===== config.mk =====
export PLATFORM = sky130hd
export DESIGN_NAME = phy_status_agg
export DESIGN_NICKNAME = d
export VERILOG_FILES = /design/src/rtl/phy_status_pkg.sv /design/src/rtl/phy_sticky_bank.sv /design/src/rtl/phy_status_mux.sv /design/src/rtl/phy_status_agg.sv
export SDC_FILE = /design/constraint.sdc
export NUM_CORES = 1
export LEC_CHECK = 0
export BUFFER_PORTS_ARGS = -buffer_cell sky130_fd_sc_hd__buf_2
export CORE_UTILIZATION = 50
export DETAILED_ROUTE_END_ITERATION = 8
export GPL_ROUTABILITY_DRIVEN = 1
export GPL_TIMING_DRIVEN = 0
export PLACE_DENSITY = 0.82
export SYNTH_ARGS = -nofsm -noshare
export SYNTH_HDL_FRONTEND = slang
export SYNTH_SLANG_ARGS = --single-unit

===== constraint.sdc =====
create_clock -name clk -period 1.9 [get_ports clk]
set_input_delay 0.38 -clock clk [delete_from_list [all_inputs] [get_ports clk]]
set_output_delay 0.38 -clock clk [all_outputs]
set_load 0.01 [all_outputs]

===== src/rtl/phy_status_pkg.sv =====
package phy_status_pkg;
    localparam int ADDR_W    = 5;
    localparam int DATA_W    = 16;
    localparam int NUM_LATCH = 6;

    localparam logic [ADDR_W-1:0] A_BMSR    = 5'h01;
    localparam logic [ADDR_W-1:0] A_ANEXP   = 5'h06;
    localparam logic [ADDR_W-1:0] A_PSTAT   = 5'h10;
    localparam logic [ADDR_W-1:0] A_ISR     = 5'h12;
    localparam logic [ADDR_W-1:0] A_FCCNT   = 5'h14;
    localparam logic [ADDR_W-1:0] A_RXECNT  = 5'h15;
    localparam logic [ADDR_W-1:0] A_TENSTAT = 5'h1A;

    // latch slot indices
    localparam int L_RXERR = 0;
    localparam int L_FCAR  = 1;
    localparam int L_POL   = 2;
    localparam int L_PAGE  = 3;
    localparam int L_IRQ   = 4;
    localparam int L_RFLT  = 5;

    // owning register of each sticky flag
    function automatic logic [ADDR_W-1:0] clear_addr(input int idx);
        case (idx)
            L_RXERR: return A_RXECNT;
            L_FCAR:  return A_FCCNT;
            L_POL:   return A_TENSTAT;
            L_PAGE:  return A_ANEXP;
            L_IRQ:   return A_ISR;
            default: return A_BMSR;
        endcase
    endfunction

    typedef struct packed {
        logic xover;
        logic sig_det;
        logic descr_lock;
        logic jabber;
        logic an_done;
        logic loopback;
        logic full_dup;
        logic speed10;
        logic link;
    } level_t;
endpackage


===== src/rtl/phy_sticky_bank.sv =====
module phy_sticky_bank #(
    parameter int N = 6
) (
    input  logic         clk,
    input  logic         rst_n,
    input  logic [N-1:0] set_i,
    input  logic [N-1:0] clr_i,
    output logic [N-1:0] q_o
);
    typedef struct packed {
        logic [N-1:0] flag;
    } bank_t;

    bank_t bank_d, bank_q;

    always_comb begin
        bank_d = bank_q;
        // set has priority over a simultaneous clear
        bank_d.flag = set_i | (bank_q.flag & ~clr_i);
    end

    always_ff @(posedge clk or negedge rst_n) begin
        if (!rst_n) bank_q <= '0;
        else        bank_q <= bank_d;
    end

    assign q_o = bank_q.flag;

    for (genvar i = 0; i < N; i++) begin : g_chk
        p_set_wins_r8: assert property (@(posedge clk) disable iff (!rst_n)
            set_i[i] |=> q_o[i]);
        p_clear_r4: assert property (@(posedge clk) disable iff (!rst_n)
            (clr_i[i] && !set_i[i]) |=> !q_o[i]);
        p_hold_r3: assert property (@(posedge clk) disable iff (!rst_n)
            (!set_i[i] && !clr_i[i]) |=> $stable(q_o[i]));
    end
endmodule


===== src/rtl/phy_status_mux.sv =====
module phy_status_mux
    import phy_status_pkg::*;
(
    input  logic [ADDR_W-1:0]    addr_i,
    input  logic [NUM_LATCH-1:0] lat_i,
    input  level_t               lvl_i,
    output logic [DATA_W-1:0]    word_o
);
    always_comb begin
        word_o = '0;
        case (addr_i)
            A_PSTAT: begin
                word_o[14] = lvl_i.xover;
                word_o[13] = lat_i[L_RXERR];
                word_o[12] = lat_i[L_POL];
                word_o[11] = lat_i[L_FCAR];
                word_o[10] = lvl_i.sig_det;
                word_o[9]  = lvl_i.descr_lock;
                word_o[8]  = lat_i[L_PAGE];
                word_o[7]  = lat_i[L_IRQ];
                word_o[6]  = lat_i[L_RFLT];
                word_o[5]  = lvl_i.jabber;
                word_o[4]  = lvl_i.an_done;
                word_o[3]  = lvl_i.loopback;
                word_o[2]  = lvl_i.full_dup;
                word_o[1]  = lvl_i.speed10;
                word_o[0]  = lvl_i.link;
            end
            A_TENSTAT: word_o[4] = lat_i[L_POL];
            A_ANEXP:   word_o[1] = lat_i[L_PAGE];
            A_ISR:     word_o[0] = lat_i[L_IRQ];
            A_BMSR: begin
                word_o[4] = lat_i[L_RFLT];
                word_o[2] = lvl_i.link;
                word_o[1] = lvl_i.jabber;
            end
            default: word_o = '0;
        endcase
    end

    always_comb begin
        a_reserved_r1: assert (!(addr_i == A_PSTAT && word_o[15]));
    end
endmodule


===== src/rtl/phy_status_agg.sv =====
module phy_status_agg
    import phy_status_pkg::*;
(
    input  logic              clk,
    input  logic              rst_n,
    input  logic              rd_en,
    input  logic [ADDR_W-1:0] rd_addr,
    input  logic              ev_rx_err,
    input  logic              ev_pol_inv,
    input  logic              ev_false_carrier,
    input  logic              ev_page_rcvd,
    input  logic              ev_irq,
    input  logic              ev_remote_fault,
    input  logic              lv_xover,
    input  logic              lv_sig_det,
    input  logic              lv_descr_lock,
    input  logic              lv_jabber,
    input  logic              lv_an_done,
    input  logic              lv_loopback,
    input  logic              lv_full_dup,
    input  logic              lv_speed10,
    input  logic              lv_link,
    output logic [DATA_W-1:0] rd_data
);
    typedef struct packed {
        logic [DATA_W-1:0] rdata;
    } out_t;

    logic [NUM_LATCH-1:0] ev_set, rd_clr, lat_q;
    logic [DATA_W-1:0]    word;
    level_t               lvl;
    out_t                 out_d, out_q;

    assign ev_set[L_RXERR] = ev_rx_err;
    assign ev_set[L_FCAR]  = ev_false_carrier;
    assign ev_set[L_POL]   = ev_pol_inv;
    assign ev_set[L_PAGE]  = ev_page_rcvd;
    assign ev_set[L_IRQ]   = ev_irq;
    assign ev_set[L_RFLT]  = ev_remote_fault;

    for (genvar i = 0; i < NUM_LATCH; i++) begin : g_clr
        assign rd_clr[i] = rd_en && (rd_addr == clear_addr(i));
    end

    assign lvl = '{xover: lv_xover, sig_det: lv_sig_det, descr_lock: lv_descr_lock,
                   jabber: lv_jabber, an_done: lv_an_done, loopback: lv_loopback,
                   full_dup: lv_full_dup, speed10: lv_speed10, link: lv_link};

    phy_sticky_bank #(.N(NUM_LATCH)) u_bank (
        .clk(clk), .rst_n(rst_n), .set_i(ev_set), .clr_i(rd_clr), .q_o(lat_q)
    );

    phy_status_mux u_mux (
        .addr_i(rd_addr), .lat_i(lat_q), .lvl_i(lvl), .word_o(word)
    );

    always_comb begin
        out_d = out_q;
        if (rd_en) out_d.rdata = word;
    end

    always_ff @(posedge clk or negedge rst_n) begin
        if (!rst_n) out_q <= '0;
        else        out_q <= out_d;
    end

    assign rd_data = out_q.rdata;

    p_reserved_r1: assert property (@(posedge clk) disable iff (!rst_n)
        !rd_data[15]);
    p_status_noclr_r5: assert property (@(posedge clk) disable iff (!rst_n)
        (rd_en && rd_addr == A_PSTAT) |=> ((lat_q & $past(lat_q)) == $past(lat_q)));
    p_preclear_r7: assert property (@(posedge clk) disable iff (!rst_n)
        (rd_en && rd_addr == A_RXECNT && !ev_rx_err) |=> !lat_q[L_RXERR]);
    p_pstat_value_r7: assert property (@(posedge clk) disable iff (!rst_n)
        (rd_en && rd_addr == A_PSTAT) |=> rd_data[13] == $past(lat_q[L_RXERR]));
    p_rd_hold_r7: assert property (@(posedge clk) disable iff (!rst_n)
        !rd_en |=> $stable(rd_data));
endmodule


# Word level (Yosys, flattened, before mapping)
# Cells that the tools add are included.
totals:
  inputBits: 23
  out_inout_bits: 16
  wordCells: 24
  ff_bits: 21
op_classes:
  n_eq_ne: 7
  bitwise: 3
  n_reduce_logical: 6
  n_mux: 6
op_table:
  columns: ["cell", "n"]
  rows:
  - ["$eq 5x5->1 const B", 5]
  - ["$mux 10", 1]
  - ["$and 6x6->6", 1]
  - ["$logic_and 1x1->1", 6]
  - ["$not 6->6", 1]
  - ["$or 6x6->6", 1]
  - ["$pmux 1 s3", 2]
  - ["$eq 5x1->1 const B", 1]
  - ["$eq 5x3->1 const B", 1]
  - ["$pmux 1 s2", 2]
  - ["$mux 1", 1]

# Depth between registers and ports, before layout
logic_depth:
  word_depth: 5
  mapped_depth: 4
  mapped_depth_nobuf: 4

# Hierarchy
# A second synthesis with hierarchy kept.
unflattened:
  cells_unflattened: 92
  hier_area_um2: 1186.1
modules_own_cells:
  columns: ["module", "area_per_inst_um2", "instances", "cells_per_inst", "seq_area_each_um2"]
  rows:
  - ["phy_status_agg", 753.2, 1, 46, 400.4]
  - ["phy_sticky_bank", 217.7, 1, 18, 150.1]
  - ["phy_status_mux", 215.2, 1, 28, 0.0]

# Least setup slack after synthesis
# OpenSTA, ideal clock, no wires.
synth_path:
  path_type: "in2reg"
  startpoint: "input rd_en"
  endpoint: "register out_q (netlist bit rd_data[4])"
  setup_time_ps: 126
  t_required_ps: 1774
  path_slack_ps: 581
  arrival_ps: 1193
  stages: 4
  path_buffers: 1
  cell_sequence: "clkbuf_1 and3_1 and2_1 a221o_1"
synth_lines:
  columns: ["element", "line", "text"]
  rows:
  - ["start: declaration", "phy_status_agg.sv:6", "input logic rd_en,"]
  - ["end signal: assignment", "phy_status_agg.sv:64", "else out_q <= out_d;"]
  - ["end: declaration", "phy_status_agg.sv:32", "out_t out_d, out_q;"]

# Final worst setup path
layout_path:
  startpoint: "register out_q (netlist bit rd_data[5])"
  endpoint: "output rd_data[5]"
layout_lines:
  columns: ["element", "line", "text"]
  rows:
  - ["end: declaration", "phy_status_agg.sv:23", "output logic [DATA_W-1:0] rd_data"]
# No word-level cell between the ends.

==> run summary <==
Status: finished clean
Syn nets: 123
Distinct cell type count after synthesis: 23
Switching Share: 0.263
Core area: 1760 sq um
Crit path from: rd_data[5]
Reg2reg path depth: 2
Crit path buf inv count: 1
Origin of the critical flop-to-flop path: u_bank.q_o[2]
Initial Util: 0.548
Final worst path period share: 0.650
Post-DRT Antenna Nets: 0
Critical path startpoint category: register
GP Congestion: 0.794
RSZ-0062 raised after global routing: false
Ys async rst share: 1.00
Register share of total power: 0.588
Worst vdd rail ir drop: 0.000406 V
Cell with the most instances after synthesis: dfrtp_1
CTS buffer count: 3
Max Root-Sink Buffers: 2
Die area: 2110 sq um
CP endpoint: rd_data[5]
Area leader, netlist: dfrtp_1
Area Overhead vs Synth: 24.7%
Most used DFF post-synth: dfrtp_1
DR iter-0 viols: 28
Wire length per cell: 12.9 microns
Final Util: 0.683
Post-synthesis cell area: 966 sq um
Drc violations: 0
Avg Inst Size Synth: 9.66 sq um
# IOs: 39
Height of the die: 46.0 microns
Clock Skew: 0.00303 ns
Clock transition at path regs: 0.12 ns
Routed WL: 2130 microns
Cts repair resizes: 0
First-pass GRT wire length: 3310 microns
Post-synth EDFFs: 0
Switching Power: 207 uW
Delay-heaviest family, CP: flip-flops
Root Buffer: clkbuf_4
Clock network fraction of total power: 0.279
Antenna diodes: 0
Worst reg2reg path endpoint: rd_data[4]
CTS tree: built
Share of the synthesized area in the top cell type: 0.544
PortBufs: 36
Yosys Warn Count: 0
Die Width: 46.0 microns
Synthesis-stage register bit count: 21
Final setup viols: 0
Power Dens Cells: 654 nW/um^2
Nets: 164
Multi-input gate area: 364 sq um
Setup Buffers After CTS: 0
Grt ovf: 0
Via count: 894
Critical path capture point type: output port
H-tree levels: 1
Max incr delay on CP: 0.40 ns
Levels on crit path: 1
FILL cells: 170
Initial antenna violation count: 0
Layout cell share with drive strength beyond 1: 0.314
Setup TNS: 0 ns
Slew Limit Fails: 0
Tightest Hold Check Type: input pin to async pin
CP max-delay cell: dfrtp_1
Seq/Total Area, Yosys: 0.544
Arr. time, crit path: 0.86 ns
Mapped Cells: 100
Vias in the first global route: 800
Global Route Usage Sum: 0.220
CP max FO: 2
Fmax: 809 MHz
CTS Sinks: 21
Req. time, crit path: 1.52 ns
Number of max-cap violations: 0
Reg area: 526 sq um
LEAKAGE: 0.592 nW
P_int: 581 uW
Top post-synthesis cells by area: dfrtp_1, o22ai_1, nand2_1
Final Hold Fails: 0
Combinational Power Share: 0.133
Tmin final: 1.24 ns
Cts hold-fix bufs: 0
Largest net degree at the start of global routing: 22
Worst-Skew Late Latency: 0.31 ns
Worst reg-to-reg setup slack: 0.84 ns
Initial DRT Pass Iterations: 4
Top post-synthesis cells by count: dfrtp_1, nand2_1, inv_1, o22ai_1, a21o_1
Num rows: 15
Routed vias/inst: 5.42
Cell breakdown of the critical path: buf_2
Crit Path Class: register to output port
-- layout make-up --
type	instances	share of cell area
flip-flops and latches	21	0.436
repair buffers	36	0.150
plain buffers	7	0.0260
well taps	25	0.0260
inverters	12	0.0374
clock inverters	1	0.00415
clock buffers	3	0.0187
multi-input cells	60	0.302
-- through the flow --
step / total power [mW] / hold WS (ns) / worst slack, ns / instance area, sq um / instances
2_1_floorplan: 0.523 / 0.0844 / 0.581 / 966 / 100
3_3_place_gp: 0.572 / 0.350 / 0.415 / 1180 / 161
3_5_place_dp: 0.576 / 0.356 / 0.391 / 1180 / 161
4_1_cts: 0.788 / 0.0154 / 0.661 / 1200 / 165
5_1_grt: 0.817 / 0.0302 / 0.622 / 1200 / 165
6_report: 0.788 / 0.00504 / 0.665 / 1200 / 165
-- kinds of logic (layout without fill, tap and decap cells) --
kind of cell	after synthesis	after routing	share of synthesized area
compound gates	23	23	0.168
buf+inv	19	59	0.0790
flops	21	21	0.544
other cells	1	1	0.00388
simple gates	36	36	0.205
-- sequential cells by signal, indices dropped and copies added, names as in the netlist --
signal	count
rd_data	15
u_bank.q_o	6
-- metal layers --
layer | wire length (microns) | up-vias | GRT usage
li1 | - | 422 | -
met1 | 895 | 434 | 0.275
met2 | 1120 | 33 | 0.383
met3 | 94 | 5 | 0.0357
met4 | 23 | 0 | 0.0706
met5 | 0 | - | 0
-- power by group through the flow --
stage | clock, mW | combinational [mW] | sequential (mW)
after floorplan | 0 | 0.0467 | 0.476
after global placement | 0 | 0.100 | 0.472
after detailed placement | 0 | 0.104 | 0.472
after CTS | 0.220 | 0.105 | 0.463
after global routing | 0.236 | 0.116 | 0.465
final | 0.220 | 0.104 | 0.463
-- cells in the final DEF (no fill, tap or decap), drive strengths merged, types with 2 or more instances in the layout --
master	count
buf	38
nand4	3
nor2	4
dfrtp	21
nand4b	3
inv	12
nand3	3
a31oi	2
nor2b	4
nand2	15
and3b	2
a21o	7
o22ai	11
clkbuf	8
-- worst min-delay path by stage --
stage | slack (ns) | depth (start not counted) | endpoint | startpoint
4_1_cts | 0.02 | 1 | rd_data[5] | rst_n
2_1_floorplan | 0.08 | 0 | rd_data[0] | rst_n
6_report | 0.005 | 1 | rd_data[5] | rst_n
5_1_grt | 0.03 | 1 | rd_data[5] | rst_n
3_5_place_dp | 0.36 | 1 | rd_data[1] | rst_n
3_3_place_gp | 0.35 | 1 | rd_data[1] | rst_n
No activity file was read; power rests on OpenSTA's default activity.
